[src/rtl/sar_adc_ctrl.sv]
module sar_adc_ctrl #(
  parameter int RES_W = 10,
  parameter int PRS_W = 8
) (
  input  logic             clk,
  input  logic             rst_n,
  input  logic             ctl_we,
  input  logic [7:0]       ctl_wdata,
  input  logic             prs_we,
  input  logic [PRS_W-1:0] prs_wdata,
  input  logic             cmp_in,
  output logic [7:0]       ctl_q,
  output logic [PRS_W-1:0] prs_q,
  output logic [RES_W-3:0] res_hi,
  output logic [1:0]       res_lo,
  output logic [2:0]       sel_ch,
  output logic [RES_W-1:0] dac_code,
  output logic             irq
);
  localparam int DIV_W = (PRS_W + 1 > 7) ? PRS_W + 1 : 7;
  localparam int IDX_W = $clog2(RES_W);

  logic [2:0]       chan_r, ch_hold;
  logic             busy, done, ien;
  logic [PRS_W-1:0] prs;
  logic [DIV_W-1:0] cnt, div;
  logic [RES_W-1:0] sar, sar_nx, res;
  logic [IDX_W-1:0] bidx;
  logic             tick, start_go;

  assign div      = (prs == '0) ? DIV_W'(64) : DIV_W'({prs, 1'b0});
  assign tick     = busy && (cnt == div - 1'b1);
  assign start_go = ctl_we && ctl_wdata[3] && !busy;

  always_comb begin
    sar_nx = sar;
    sar_nx[bidx] = cmp_in;
    if (bidx != '0) sar_nx[bidx - 1'b1] = 1'b1;
  end

  always_ff @(posedge clk or negedge rst_n) begin
    if (!rst_n) begin
      chan_r  <= '0;
      ch_hold <= '0;
      busy    <= 1'b0;
      done    <= 1'b0;
      ien     <= 1'b0;
      prs     <= '0;
      cnt     <= '0;
      sar     <= '0;
      res     <= '0;
      bidx    <= '0;
    end else begin
      if (prs_we) prs <= prs_wdata;
      if (ctl_we) begin
        chan_r <= ctl_wdata[2:0];
        ien    <= ctl_wdata[5];
        if (!ctl_wdata[4]) done <= 1'b0;
      end
      if (start_go) begin
        busy    <= 1'b1;
        ch_hold <= ctl_wdata[2:0];
        sar     <= RES_W'(1) << (RES_W - 1);
        bidx    <= IDX_W'(RES_W - 1);
        cnt     <= '0;
      end else if (busy) begin
        if (tick) begin
          cnt <= '0;
          sar <= sar_nx;
          if (bidx == '0) begin
            busy <= 1'b0;
            done <= 1'b1;
            res  <= sar_nx;
          end else begin
            bidx <= bidx - 1'b1;
          end
        end else begin
          cnt <= cnt + 1'b1;
        end
      end
    end
  end

  assign ctl_q    = {2'b00, ien, done, busy, chan_r};
  assign prs_q    = prs;
  assign res_hi   = res[RES_W-1:2];
  assign res_lo   = res[1:0];
  assign sel_ch   = ch_hold;
  assign dac_code = sar;
  assign irq      = ien & done;
endmodule

[config.mk]
export PLATFORM = sky130hd
export DESIGN_NAME = sar_adc_ctrl
export DESIGN_NICKNAME = d
export VERILOG_FILES = /design/src/rtl/sar_adc_ctrl.sv
export SDC_FILE = /design/constraint.sdc
export NUM_CORES = 1
export LEC_CHECK = 0
export BUFFER_PORTS_ARGS = -buffer_cell sky130_fd_sc_hd__buf_2
export CORE_MARGIN = 2
export CORE_UTILIZATION = 57
export CTS_BUF_LIST = sky130_fd_sc_hd__clkbuf_8
export DETAILED_ROUTE_END_ITERATION = 10
export GPL_TIMING_DRIVEN = 1
export PLACE_DENSITY = 0.83
export SLEW_MARGIN = 5
export SYNTH_ARGS = -nofsm -noshare
export SYNTH_HDL_FRONTEND = slang
export SYNTH_SLANG_ARGS = --single-unit
export TNS_END_PERCENT = 10
[constraint.sdc]
create_clock -name clk -period 3.3 [get_ports clk]
set_clock_uncertainty 0.1 [all_clocks]
set_input_delay 0.33 -clock clk [delete_from_list [all_inputs] [get_ports clk]]
set_output_delay 0.33 -clock clk [all_outputs]
set_load 0.01 [all_outputs]
==> impl_metrics.toml <==
[outcome]
status = "complete, no violations"

[floorplanning]
die-width_um = 75.3
die_area_um2 = 5660
pin_count = 61
core-area_um2 = 4820
initial_core_util = 0.601
die_h_um = 75.3
num_rows = 25

[critical_path]
worst-endpoint-required_ps = 3400
crit_path_cell_trace = "inv_1 > ha_1 > nor4b_4 > nor4b_1 > a211o_1 > or3_1 > nor4_4 > buf_4 > mux2_2"
r2r_cells = 9
rrSetupSlack_ps = 280
crit_path_top_delay_cell = "or3_1"
cp_max_fo = 12
cpPeakStageDelay_ps = 450
cp-endpoint = "res[1]"
critPathLaunchType = "flip-flop"
cp-startpoint = "prs_q[0]"
path_class = "reg2reg"
endpoint_kind = "flip-flop"
reg2reg_from = "prs_q[0]"
reg2reg_to = "res[1]"
arrival_ps = 3120

[sta]
rsz0062_at_grt = "false"
fmax_mhz = 331
finalSetupTns_ps = 0
hold_viol = 0
worstMarginPinSlew_ps = 908
final.min_clock_period_ps = 3020
slew_violations = 0
relSlewSlack = 0.392
period_share = 0.916
finalSetupViolations = 0

[power]
pwr-share-seq = 0.453
p_per_area_nw_per_um2 = 556
p_leak_nw = 1.60
p_comb_frac = 0.331
switching_share = 0.374
power_w = 0.00183
internal-power_w = 0.00115
p_switching_w = 0.000686
clkPwrFrac = 0.216
ir_drop_uv = 503

[placement]
port_buffers = 56
gp_congestion = 0.882
dp_hpwl_um = 4430

[synthesis]
ys.flop_type = "dfrtp_1"
synth.area.top_cells = "dfrtp_1, mux2_2, nand2_1"
yosys_warnings = 0
synth_top_area_frac = 0.432
synth_seq_cells = 50
synth-seq-area-share = 0.432
synth_edf_count = 0
synth.distinct_cells = 53
synth-async-reset-ratio = 1.00
synth_cells = 292
syn_area_um2 = 2890
yosysTopAreaCell = "dfrtp_1"
syn_area_per_cell_um2 = 9.91

[job]
timing.max_cap.violations = 0

[global_routing]
grt_pass1_vias = 2183
overflow = 0
grt-busiest-layer = "met2"
antenna_found_initial = 0
grt_pass1_wl_um = 9960
met1_usage = 0.306
met3_usage = 0.0482
grt_util_met2 = 0.386
grt_max_degree = 30
track_usage = 0.230

[detailed_routing]
drt.antenna.violating_nets = 0
dr_total_vias = 2299
dr.pass1.iters = 4
wirelength_um = 6050
drc_errors = 0
drt-initial-drc-count = 106
wl_per_cell_um = 14.7
via_per_inst = 5.59

[clocking]
cts.sinks = 50
clk_pin_slew_ps = 90
cts_buffers = 5
h-tree-depth = 2
root_buffer = "clkbuf_8"
clk_latency_ps = 300
cts_tree = "built"
clk_path_buf_depth = 2

[layout]
drive_gt1_frac = 0.267
final_common_cell = "buf_2"
final_cell_mix = "buf_2, dfrtp_1, nand2_1"
area.growth.synth_to_final_pct = 14.0
antenna_cells = 0
nNetsFinal = 372

[worst_hold_path]
hold_class = "in2reg"
routing by layer:
| metal | part of all wire | wire (µm) |
|---|---|---|
| met4 | 0.0086 | 52 |
| met3 | 0.052 | 312 |
| met2 | 0.48 | 2910 |
| met5 | 0 | 0 |
| met1 | 0.46 | 2770 |
what timing repair did:
action,CTS,global route
hold buffers,1,0
endpoints found under the hold margin,21,0
setup endpoints to repair,0,0
gates resized for setup,0,0
buffers inserted,0,0
worst max-delay path: cells and delay by family, from the launching register on:
kind                     cells  cell delay [ps]
AND/OR/NAND/NOR              4             1100
buffers and inverters        2              400
flip-flops                   1              440
AO/OA/AOI/OAI                1              320
multiplexers                 1              360
adder cells (fa/ha/maj)      1              190
sequential cells by signal, summed over array words and instances (netlist names):
register / cells
bidx: 4
dac_code: 10
ien: 1
done: 1
res: 10
busy: 1
chan_r: 3
prs_q: 8
cnt: 9
sel_ch: 3
power by group through the flow:
stage               Combinational [W]  Sequential (W)  Clock (W)
finish                       0.000607        0.000831   0.000396
global route                 0.000680        0.000847   0.000422
global placement             0.000579        0.000833          0
detailed placement           0.000599        0.000838          0
CTS                          0.000607        0.000828   0.000402
floorplan                    0.000462        0.000811          0
per-stage QoR:
step | std cells | area (µm²) | utilization | setup WS [ps] | hold slack, ps
floorplan | 293 | 2900 | - | 518 | -65.6
global placement | 402 | 3180 | 0.661 | 373 | 217
detailed placement | 402 | 3180 | 0.661 | 331 | 220
CTS | 411 | 3300 | 0.685 | 304 | 124
global route | 411 | 3300 | 0.685 | 78.6 | 125
finish | 411 | 3300 | 0.685 | 278 | 126
area by class of cell:
type                            count  area [µm²]
Timing Repair Buffer               61         320
Sequential cell                    50        1250
Multi-Input combinational cell    216        1500
Tap cell                           67        83.8
Inverter                            9        33.8
Clock inverter                      1        8.76
Clock buffer                        7        96.3
Fill cell                         411        1520
cells in the mapped netlist (3+ instances only):
cell,instances
nand2b_1,3
mux2_2,18
buf_6,3
nand3_1,5
nor4_1,4
dfrtp_1,50
nor3_1,11
ha_1,8
clkbuf_1,8
mux2_1,6
o21ai_0,11
o211a_1,3
xnor2_1,7
inv_1,9
o31ai_1,3
nand4_1,4
buf_4,6
a21oi_1,16
nor2_1,16
and3_1,3
nand2_1,42
xor2_1,11
mux2i_1,12
how the worst min path moves through the flow:
stage / to / cells past startpoint / from / slack [ps]
2_1_floorplan: bidx[0] / 0 / rst_n / -70
3_3_place_gp: prs_q[7] / 1 / rst_n / 220
3_5_place_dp: prs_q[7] / 1 / rst_n / 220
4_1_cts: sel_ch[2] / 3 / ctl_wdata[2] / 120
5_1_grt: sel_ch[2] / 3 / ctl_wdata[2] / 120
6_report: sel_ch[2] / 3 / ctl_wdata[2] / 130
kinds of logic after synthesis:
| logic type | count (synthesis) | share of synthesized area |
|---|---|---|
| compound gates | 46 | 0.0990 |
| xor+xnor | 18 | 0.0545 |
| fa+ha+maj | 8 | 0.0346 |
| buf+inv | 27 | 0.0510 |
| flops | 50 | 0.432 |
| mux | 36 | 0.135 |
| other cells | 1 | 0.00130 |
| simple gates | 106 | 0.192 |
Note: power is estimated with default switching activity, not from simulation.
